--- src/rtl/lbs_pkg.sv ---
package lbs_pkg;

  typedef enum logic [2:0] {
    ST_IDLE     = 3'd0,
    ST_RST_HOLD = 3'd1,
    ST_WAIT_TX  = 3'd2,
    ST_WAIT_RX  = 3'd3,
    ST_LINK_UP  = 3'd4
  } lbs_state_e;

  localparam int unsigned LBS_N_SYNC = 3;

endpackage

--- src/rtl/lbs_sync.sv ---
module lbs_sync #(
  parameter int unsigned STAGES  = 2,
  parameter bit          RST_VAL = 1'b0
) (
  input  logic clk,
  input  logic rst_n,
  input  logic d_in,
  output logic d_out
);

  generate
    if (STAGES == 0) begin : g_bypass
      logic unused_sync_pins;
      assign unused_sync_pins = clk ^ rst_n;
      assign d_out = d_in;
    end else begin : g_chain
      logic [STAGES-1:0] chain_q;
      logic [STAGES-1:0] chain_d;

      always_comb begin
        chain_d[0] = d_in;
        for (int i = 1; i < STAGES; i++) begin
          chain_d[i] = chain_q[i-1];
        end
      end

      always_ff @(posedge clk or negedge rst_n) begin
        if (!rst_n) begin
          chain_q <= {STAGES{RST_VAL}};
        end else begin
          chain_q <= chain_d;
        end
      end

      assign d_out = chain_q[STAGES-1];
    end
  endgenerate

endmodule

--- src/rtl/lbs_wait_timer.sv ---
module lbs_wait_timer #(
  parameter int unsigned LIMIT    = 4096,
  parameter int unsigned MIN_HOLD = 16
) (
  input  logic clk,
  input  logic rst_n,
  input  logic clr_i,
  output logic min_met_o,
  output logic expired_o
);

  localparam int unsigned CNT_W = $clog2(LIMIT) + 1;
  localparam logic [CNT_W-1:0] LAST_VAL = CNT_W'(LIMIT - 1);
  localparam logic [CNT_W-1:0] MIN_VAL  = CNT_W'(MIN_HOLD - 1);

  logic [CNT_W-1:0] cnt_q;
  logic [CNT_W-1:0] cnt_d;
  logic             cnt_en;

  // Counts cycles in the current state, saturating at the limit
  always_comb begin
    cnt_en = clr_i || (cnt_q != LAST_VAL);
    cnt_d  = clr_i ? '0 : cnt_q + CNT_W'(1);
  end

  always_ff @(posedge clk or negedge rst_n) begin
    if (!rst_n) begin
      cnt_q <= '0;
    end else if (cnt_en) begin
      cnt_q <= cnt_d;
    end
  end

  assign min_met_o = (cnt_q >= MIN_VAL);
  assign expired_o = (cnt_q == LAST_VAL);

endmodule

--- src/rtl/lbs_ctrl_fsm.sv ---
module lbs_ctrl_fsm
  import lbs_pkg::*;
(
  input  logic clk,
  input  logic rst_n,
  input  logic start_i,
  input  logic ack_n_i,
  input  logic tx_ok_i,
  input  logic rx_ok_i,
  input  logic min_met_i,
  input  logic expired_i,
  output logic tmr_clr_o,
  output logic glob_rst_n_o,
  output logic link_up_o,
  output logic tmo_err_o
);

  lbs_state_e state_q, state_d;
  logic       tmo_fire;
  logic       rel_q, rel_d;
  logic       up_q, up_d;
  logic       err_q, err_d, err_en;

  always_comb begin
    state_d  = state_q;
    tmo_fire = 1'b0;
    if (start_i) begin
      state_d = ST_RST_HOLD;
    end else begin
      case (state_q)
        ST_IDLE: state_d = ST_IDLE;
        ST_RST_HOLD: begin
          if (min_met_i && !ack_n_i) begin
            state_d = ST_WAIT_TX;
          end else if (expired_i) begin
            state_d  = ST_IDLE;
            tmo_fire = 1'b1;
          end
        end
        ST_WAIT_TX: begin
          if (tx_ok_i) begin
            state_d = ST_WAIT_RX;
          end else if (expired_i) begin
            state_d  = ST_IDLE;
            tmo_fire = 1'b1;
          end
        end
        ST_WAIT_RX: begin
          if (rx_ok_i) begin
            state_d = ST_LINK_UP;
          end else if (expired_i) begin
            state_d  = ST_IDLE;
            tmo_fire = 1'b1;
          end
        end
        ST_LINK_UP: begin
          if (!tx_ok_i || !rx_ok_i) begin
            state_d = ST_RST_HOLD;
          end
        end
        default: state_d = ST_IDLE;
      endcase
    end
  end

  always_comb begin
    tmr_clr_o = start_i || (state_d != state_q);
    rel_d     = (state_d inside {ST_WAIT_TX, ST_WAIT_RX, ST_LINK_UP});
    up_d      = (state_d == ST_LINK_UP);
    err_en    = start_i || tmo_fire;
    err_d     = !start_i;
  end

  always_ff @(posedge clk or negedge rst_n) begin
    if (!rst_n) begin
      state_q <= ST_IDLE;
      rel_q   <= 1'b0;
      up_q    <= 1'b0;
    end else begin
      state_q <= state_d;
      rel_q   <= rel_d;
      up_q    <= up_d;
    end
  end

  always_ff @(posedge clk or negedge rst_n) begin
    if (!rst_n) begin
      err_q <= 1'b0;
    end else if (err_en) begin
      err_q <= err_d;
    end
  end

  assign glob_rst_n_o = rel_q;
  assign link_up_o    = up_q;
  assign tmo_err_o    = err_q;

endmodule

--- src/rtl/link_bringup_seq.sv ---
module link_bringup_seq
  import lbs_pkg::*;
#(
  parameter int unsigned SYNC_STAGES = 2,
  parameter int unsigned MIN_RST_CYC = 16,
  parameter int unsigned WAIT_LIMIT  = 4096
) (
  input  logic clk,
  input  logic rst_n,
  input  logic start_req,
  input  logic rst_ack_n,
  input  logic tx_lanes_ok,
  input  logic rx_pcs_ok,
  output logic glob_rst_n,
  output logic link_up,
  output logic tmo_err
);

  // Bit order of the synchronizer bank: 0 ack, 1 tx, 2 rx
  localparam logic [LBS_N_SYNC-1:0] SYNC_RST = 3'b001;

  logic [LBS_N_SYNC-1:0] raw_in;
  logic [LBS_N_SYNC-1:0] syn_in;
  logic                  tmr_clr;
  logic                  min_met;
  logic                  expired;

  assign raw_in = {rx_pcs_ok, tx_lanes_ok, rst_ack_n};

  for (genvar gi = 0; gi < LBS_N_SYNC; gi++) begin : g_sync
    lbs_sync #(
      .STAGES  (SYNC_STAGES),
      .RST_VAL (SYNC_RST[gi])
    ) u_sync (
      .clk   (clk),
      .rst_n (rst_n),
      .d_in  (raw_in[gi]),
      .d_out (syn_in[gi])
    );
  end

  lbs_wait_timer #(
    .LIMIT    (WAIT_LIMIT),
    .MIN_HOLD (MIN_RST_CYC)
  ) u_timer (
    .clk       (clk),
    .rst_n     (rst_n),
    .clr_i     (tmr_clr),
    .min_met_o (min_met),
    .expired_o (expired)
  );

  lbs_ctrl_fsm u_fsm (
    .clk          (clk),
    .rst_n        (rst_n),
    .start_i      (start_req),
    .ack_n_i      (syn_in[0]),
    .tx_ok_i      (syn_in[1]),
    .rx_ok_i      (syn_in[2]),
    .min_met_i    (min_met),
    .expired_i    (expired),
    .tmr_clr_o    (tmr_clr),
    .glob_rst_n_o (glob_rst_n),
    .link_up_o    (link_up),
    .tmo_err_o    (tmo_err)
  );

endmodule

--- config.mk ---
export PLATFORM = sky130hd
export DESIGN_NAME = link_bringup_seq
export DESIGN_NICKNAME = d
export VERILOG_FILES = /design/src/rtl/lbs_pkg.sv /design/src/rtl/lbs_sync.sv /design/src/rtl/lbs_wait_timer.sv /design/src/rtl/lbs_ctrl_fsm.sv /design/src/rtl/link_bringup_seq.sv
export SDC_FILE = /design/constraint.sdc
export NUM_CORES = 1
export LEC_CHECK = 0
export CAP_MARGIN = 15
export CORE_UTILIZATION = 51
export DETAILED_ROUTE_END_ITERATION = 6
export GPL_TIMING_DRIVEN = 0
export HOLD_SLACK_MARGIN = 0.05
export PLACE_DENSITY = 0.75
export SLEW_MARGIN = 20
export SYNTH_ARGS = -nofsm -noshare
export SYNTH_HDL_FRONTEND = slang
export SYNTH_SLANG_ARGS = --single-unit
--- constraint.sdc ---
create_clock -name clk -period 1.8 [get_ports clk]
set_input_delay 0.36 -clock clk [delete_from_list [all_inputs] [get_ports clk]]
set_output_delay 0.36 -clock clk [all_outputs]
set_load 0.02 [all_outputs]
==> Yosys cells after proc, flatten, opt, wreduce, memory -nomap -nowiden <==
Cells that the tools add are included.
{ "totals": {"inputBits": 6, "reg_bits": 25, "word_cells": 44, "output_inout_bits": 3} }
{ "op_classes": {"mux": 14, "order_cmp": 1, "n_reduce_logical": 10, "n_eq_ne": 10, "add_sub_neg": 1} }
{ "op_table": {"columns": ["cell", "n"], "rows": [
  ["2-to-1 mux 3 bit", 6],
  ["adder 13 x 1 -> 13 bit, second input constant", 1],
  ["== test 13 x 12 -> 1 bit, second input constant", 1],
  [">= comparator 13 x 4 -> 1 bit, second input constant", 1],
  ["2-to-1 mux 13 bit", 1],
  ["inequality test 13 x 12 -> 1 bit, second input constant", 1],
  ["== test 3 x 2 -> 1 bit, second input constant", 4],
  ["case mux 3 bit (4 select lines)", 1],
  ["== test 3 bit, second input constant", 2],
  ["2-to-1 mux 1 bit", 5],
  ["zero test 1 bit", 4],
  ["logical OR 1 bit", 4],
  ["== test 3 x 1 -> 1 bit, second input constant", 1],
  ["inequality test 3 bit", 1],
  ["case mux 1 bit (3 select lines)", 1],
  ["nonzero test 3 bit", 1],
  ["logical AND 1 bit", 1]
]} }

==> Longest topological paths before layout <==
{ "logic_depth": {"ltp_word": 8, "mapped_depth": 7, "mapped_depth_nobuf": 6} }

==> Modules after synthesis <==
A second synthesis with hierarchy kept.
{ "hier_totals": {"cells_unflattened": 120, "hier_area_um2": 1285.0} }
{ "by_module_without_submodules": {"columns": ["mod", "instances", "seq_area_each_um2", "area_per_inst_um2", "cells_each"], "rows": [
  ["lbs_wait_timer", 1, 325.3, 743.2, 73],
  ["lbs_ctrl_fsm", 1, 150.1, 389.1, 41],
  ["lbs_sync (g_sync[1].u_sync ...)", 2, 50.0, 50.0, 2],
  ["lbs_sync (g_sync[0].u_sync)", 1, 52.6, 52.6, 2]
]} }

==> Least setup slack after synthesis <==
Ideal clock, no wire load.
{ "synth_path": {"path_kind": "register -> register", "from": "register u_timer.cnt_q[0]", "to": "register u_timer.cnt_q[4]", "path_buffers": 1, "setup_time_ps": 119, "t_arrival_ps": 1596, "required_ps": 1681, "synth_period_minus_slack_ps": 1714, "path_slack_ps": 86, "path_stages_with_launch": 8, "path_cell_list": "dfrtp_1 > ha_1 > a21oi_1 > o2111ai_1 > a41oi_1 > o221ai_2 > buf_6 > nor2_1"} }
{ "synth_via": {"elab_chain_len": 8, "elab_cells_between_ends": 15, "classes_between": "1 x add/sub; 1 x order compare; 3 x eq/ne; 7 x mux; 3 x reduce/logical"} }
{ "synth_rtl": {"columns": ["item", "line", "text"], "rows": [
  ["from (decl)", "lbs_wait_timer.sv:16", "logic [CNT_W-1:0] cnt_q;"],
  ["from (signal assigned)", "lbs_wait_timer.sv:30", "cnt_q <= cnt_d;"],
  [">= comparator 13 x 4 -> 1 bit / == test 13 x 12 -> 1 bit (equally long branches)", "lbs_wait_timer.sv:34, lbs_wait_timer.sv:35", null],
  ["logical AND 1 bit / 2-to-1 mux 3 bit (equally long branches)", null, null],
  ["2-to-1 mux 3 bit (on tied branches)", "lbs_ctrl_fsm.sv:33, lbs_ctrl_fsm.sv:41, lbs_ctrl_fsm.sv:49", null],
  ["case mux 3 bit (4 select lines)", "lbs_ctrl_fsm.sv:30", "case (state_q)"],
  ["2-to-1 mux 3 bit", "lbs_ctrl_fsm.sv:27", "if (start_i) begin"],
  ["inequality test 3 bit", "lbs_ctrl_fsm.sv:67", "tmr_clr_o = start_i || (state_d != state_q);"],
  ["logical OR 1 bit", "lbs_ctrl_fsm.sv:67", null],
  ["2-to-1 mux 13 bit / logical OR 1 bit (equally long branches)", "lbs_wait_timer.sv:23, lbs_wait_timer.sv:22", null]
]} }
Parallel ways exist; a longest one is shown, timed or not.
A chain may end at the register's enable or synchronous reset.

==> Worst setup path in the final report <==
{ "layout_path": {"from": "register u_timer.cnt_q[0]", "to": "register u_timer.cnt_q[12]"} }
The elaborated chain is that of the path after synthesis.

==> out/results.tsv <==
metric	value	unit
outcome	complete, but fails checks	
violations in the final reports	setup timing	
layout cell share with drive strength beyond 1	32.2	%
cts bufs inserted	3	
library cell contributing the largest single delay on the critical path	sky130_fd_sc_hd__dfrtp_2	
setup-violating endpoint count in the final report	15	
maximum cell stage delay along the critical path	0.47	ns
Post-Syn Area	1230	um2
number of DRC violations after detailed-routing iteration 0	41	
largest driver fanout on the critical path	4	
total of fill cells in the finished design	175	
grt ovf	0	
flip-flop and latch count after synthesis	25	
cell taking the most area after synthesis	sky130_fd_sc_hd__dfrtp_1	
clock tree from TritonCTS	built	
worst path setup slack after routing	-0.110	ns
final-layout setup total negative slack	-0.865	ns
pins over their slew limit	0	
Via-to-Cell Ratio	6.05	
required arrival time at the worst endpoint	2.04	ns
area of the core region	2250	um2
Vias	1070	
number of antenna violations at the first check in global routing	0	
critical path cell sequence	ha_4 > a21oi_4 > o2111ai_4 > a211oi_2 > o221ai_2 > buf_4 > nor3_2	
die footprint	2620	um2
detailed placement HPWL	1.64	mm
Post-CTS Hold Buffers	0	
leading post-synthesis cells by instance count	sky130_fd_sc_hd__dfrtp_1 (23), sky130_fd_sc_hd__nor2_1 (20), sky130_fd_sc_hd__nand2_1 (13), sky130_fd_sc_hd__nor3_1 (6)	
Max Root-Sink Buffers	2	
number of distinct library cells after synthesis	39	
cell leakage power	0.675	nW
max frequency	524	MHz
Nets	157	
Vert. Die Dim	51.2	um
number of nets still failing antenna checks after routing	0	
setup skew after layout	0.00239	ns
count of maximum capacitance violations	0	
clock sink total	25	
pin count of the biggest net entering global routing	26	
clock slew at reported path FFs	0.12	ns
Critical R2R Capture	u_timer.cnt_q[12]	
crit start category	flop	
power per cell area	569	nW/um2
area growth from synthesis to final layout	30.3	%
R2R depth	7	
clock latency on the worst-skew pair	0.31	ns
Chip Width	51.2	um
placer's final routability congestion estimate	0.920	
routed wire length per instance	16.4	um
Syn Nets	131	
Post-synth ARST share	100	%
Root Driver	sky130_fd_sc_hd__clkbuf_4	
number of synthesized flops with an enable pin	0	
time the worst path needs with I/O delays and setup	1.91	ns
start of the worst register-to-register path	u_timer.cnt_q[0]	
H-tree lvl count	1	
Initial Utilization	54.8	%
Detailed Route WL	2.91	mm
largest cells by area after synthesis	sky130_fd_sc_hd__dfrtp_1 (47%), sky130_fd_sc_hd__nor2_1 (6.1%), sky130_fd_sc_hd__dfstp_2 (4.3%)	
I/O Buffers	8	
hold violation count in the final report	0	
# DRC	0	
maximum ir drop on the vdd rail	502	uV
syn avg cell area	9.96	um2
Yosys warnings	0	
share of the yosys chip area belonging to registers	50.9	%
Tightest Pin Transition	0.546	ns
I/O pin cnt	9	
category of the most critical setup path	flop to flop	
site row count	17	
first-pass GRT wire length	4.41	mm
max_slew headroom	63.6	%
Tot GR Track Use	23.3	%
data arrival time of the critical path	2.15	ns
area share of the leading cell type in the synthesized netlist	46.6	%
first-pass iteration count of the detailed router	4	
Main synth FF type	sky130_fd_sc_hd__dfrtp_1	
post-route fraction of the period consumed by the critical path	106	%
setup repair after global routing missed its margin	true	
crit path from	u_timer.cnt_q[0]	
most frequently used cell type in the post-synthesis netlist	sky130_fd_sc_hd__dfrtp_1	
final standard cell utilization of the core	71.4	%
Syn Inst Count	124	
Hold Path Class	primary input to asynchronous set/reset pin	
DP Cell Count	160	
post-route non-filler standard cell count	177	
number of global-route vias before repair	990	
slack of the worst reg-to-reg path	-0.11	ns
diode insertion count for antenna repair	0	
kind of end point of the critical path	flop	
-- metrics by stage --
stage               setup WS (ns)  hold slack (ns)  cell area [um2]  power (mW)
global placement           -0.132            0.333             1350       0.649
floorplan                  0.0857           0.0644             1230       0.620
finish                     -0.110           0.0141             1610       0.916
global route               -0.159           0.0476             1610       0.955
detailed placement         -0.170            0.336             1350       0.652
CTS                       0.00345            0.366             1530       0.920
-- cells by family (layout without fill, tap and decap cells) --
group / after synthesis / in the layout / synth area share (%)
XOR/XNOR: 9 / 9 / 6.38
buffers and inverters: 8 / 33 / 3.44
flip-flops: 25 / 25 / 50.9
adder cells (fa/ha/maj): 1 / 1 / 1.01
multiplexers: 1 / 1 / 0.811
AO/OA/AOI/OAI: 19 / 19 / 12.0
AND/OR/NAND/NOR: 61 / 61 / 25.5
-- state kept, by name, summed over array words and instances (netlist names) --
| signal | cells |
|---|---|
| u_fsm.tmo_err_o | 1 |
| u_fsm.link_up_o | 1 |
| u_timer.cnt_q | 13 |
| u_fsm.glob_rst_n_o | 1 |
| g_sync.u_sync.g_chain.chain_q | 6 |
| u_fsm.state_q | 3 |
-- cell type report --
cell class	count	area (um2)	area share (%)
Tap cell	28	35.0	2.18
Clock buffer	4	26.3	1.63
Sequential cell	25	631	39.2
Multi-Input combinational cell	91	698	43.4
Timing Repair Buffer	21	173	10.7
Inverter	4	15.0	0.933
Buffer	4	31.3	1.94
-- cells in the final DEF (no fill, tap or decap), types with 4 or more instances in the layout --
cell and instances:
sky130_fd_sc_hd__buf_4 13, sky130_fd_sc_hd__clkdlybuf4s50_1 7, sky130_fd_sc_hd__dfrtp_1 21, sky130_fd_sc_hd__inv_1 4
sky130_fd_sc_hd__nand2_1 12, sky130_fd_sc_hd__nand3_1 4, sky130_fd_sc_hd__nor2_1 16, sky130_fd_sc_hd__nor2_2 4
sky130_fd_sc_hd__xnor2_1 4, sky130_fd_sc_hd__xor2_1 5
-- report_power, final --
| part | internal, mW | switching, mW |
|---|---|---|
| Combinational | 0.0390 | 0.0470 |
| Sequential | 0.576 | 0.0136 |
| Clock | 0.0865 | 0.154 |
| Total | 0.701 | 0.215 |
-- critical path, delay by kind of cell (launching register included) --
| family | cells | cell delay [ns] |
|---|---|---|
| simple gates | 1 | 0.14 |
| buf+inv | 1 | 0.17 |
| flops | 1 | 0.47 |
| compound gates | 4 | 0.86 |
| fa+ha+maj | 1 | 0.20 |
-- worst max-delay path by stage --
stage,endpoint,slack (ns),cells past startpoint
after CTS,u_timer.cnt_q[12],0.003,7
after global routing,u_timer.cnt_q[12],-0.16,7
after global placement,u_timer.cnt_q[0],-0.13,7
final,u_timer.cnt_q[12],-0.11,7
after detailed placement,u_timer.cnt_q[0],-0.17,7
after floorplan,u_timer.cnt_q[4],0.09,7
-- per-layer routing --
| metal | global-route usage [%] | part of all wire (%) | wire (um) |
|---|---|---|---|
| met5 | 0 | 0 | 0 |
| met4 | 13.5 | 1.7 | 48 |
| met3 | 4.17 | 5.1 | 148 |
| met2 | 36.8 | 52 | 1510 |
| met1 | 29.9 | 41 | 1200 |
-- what timing repair did --
action	4_1_cts	5_1_grt
resized for setup	11	17
pin swaps	6	12
setup buffers	12	1
setup endpoints to repair	17	16
Note: power is estimated with default switching activity, not from simulation.
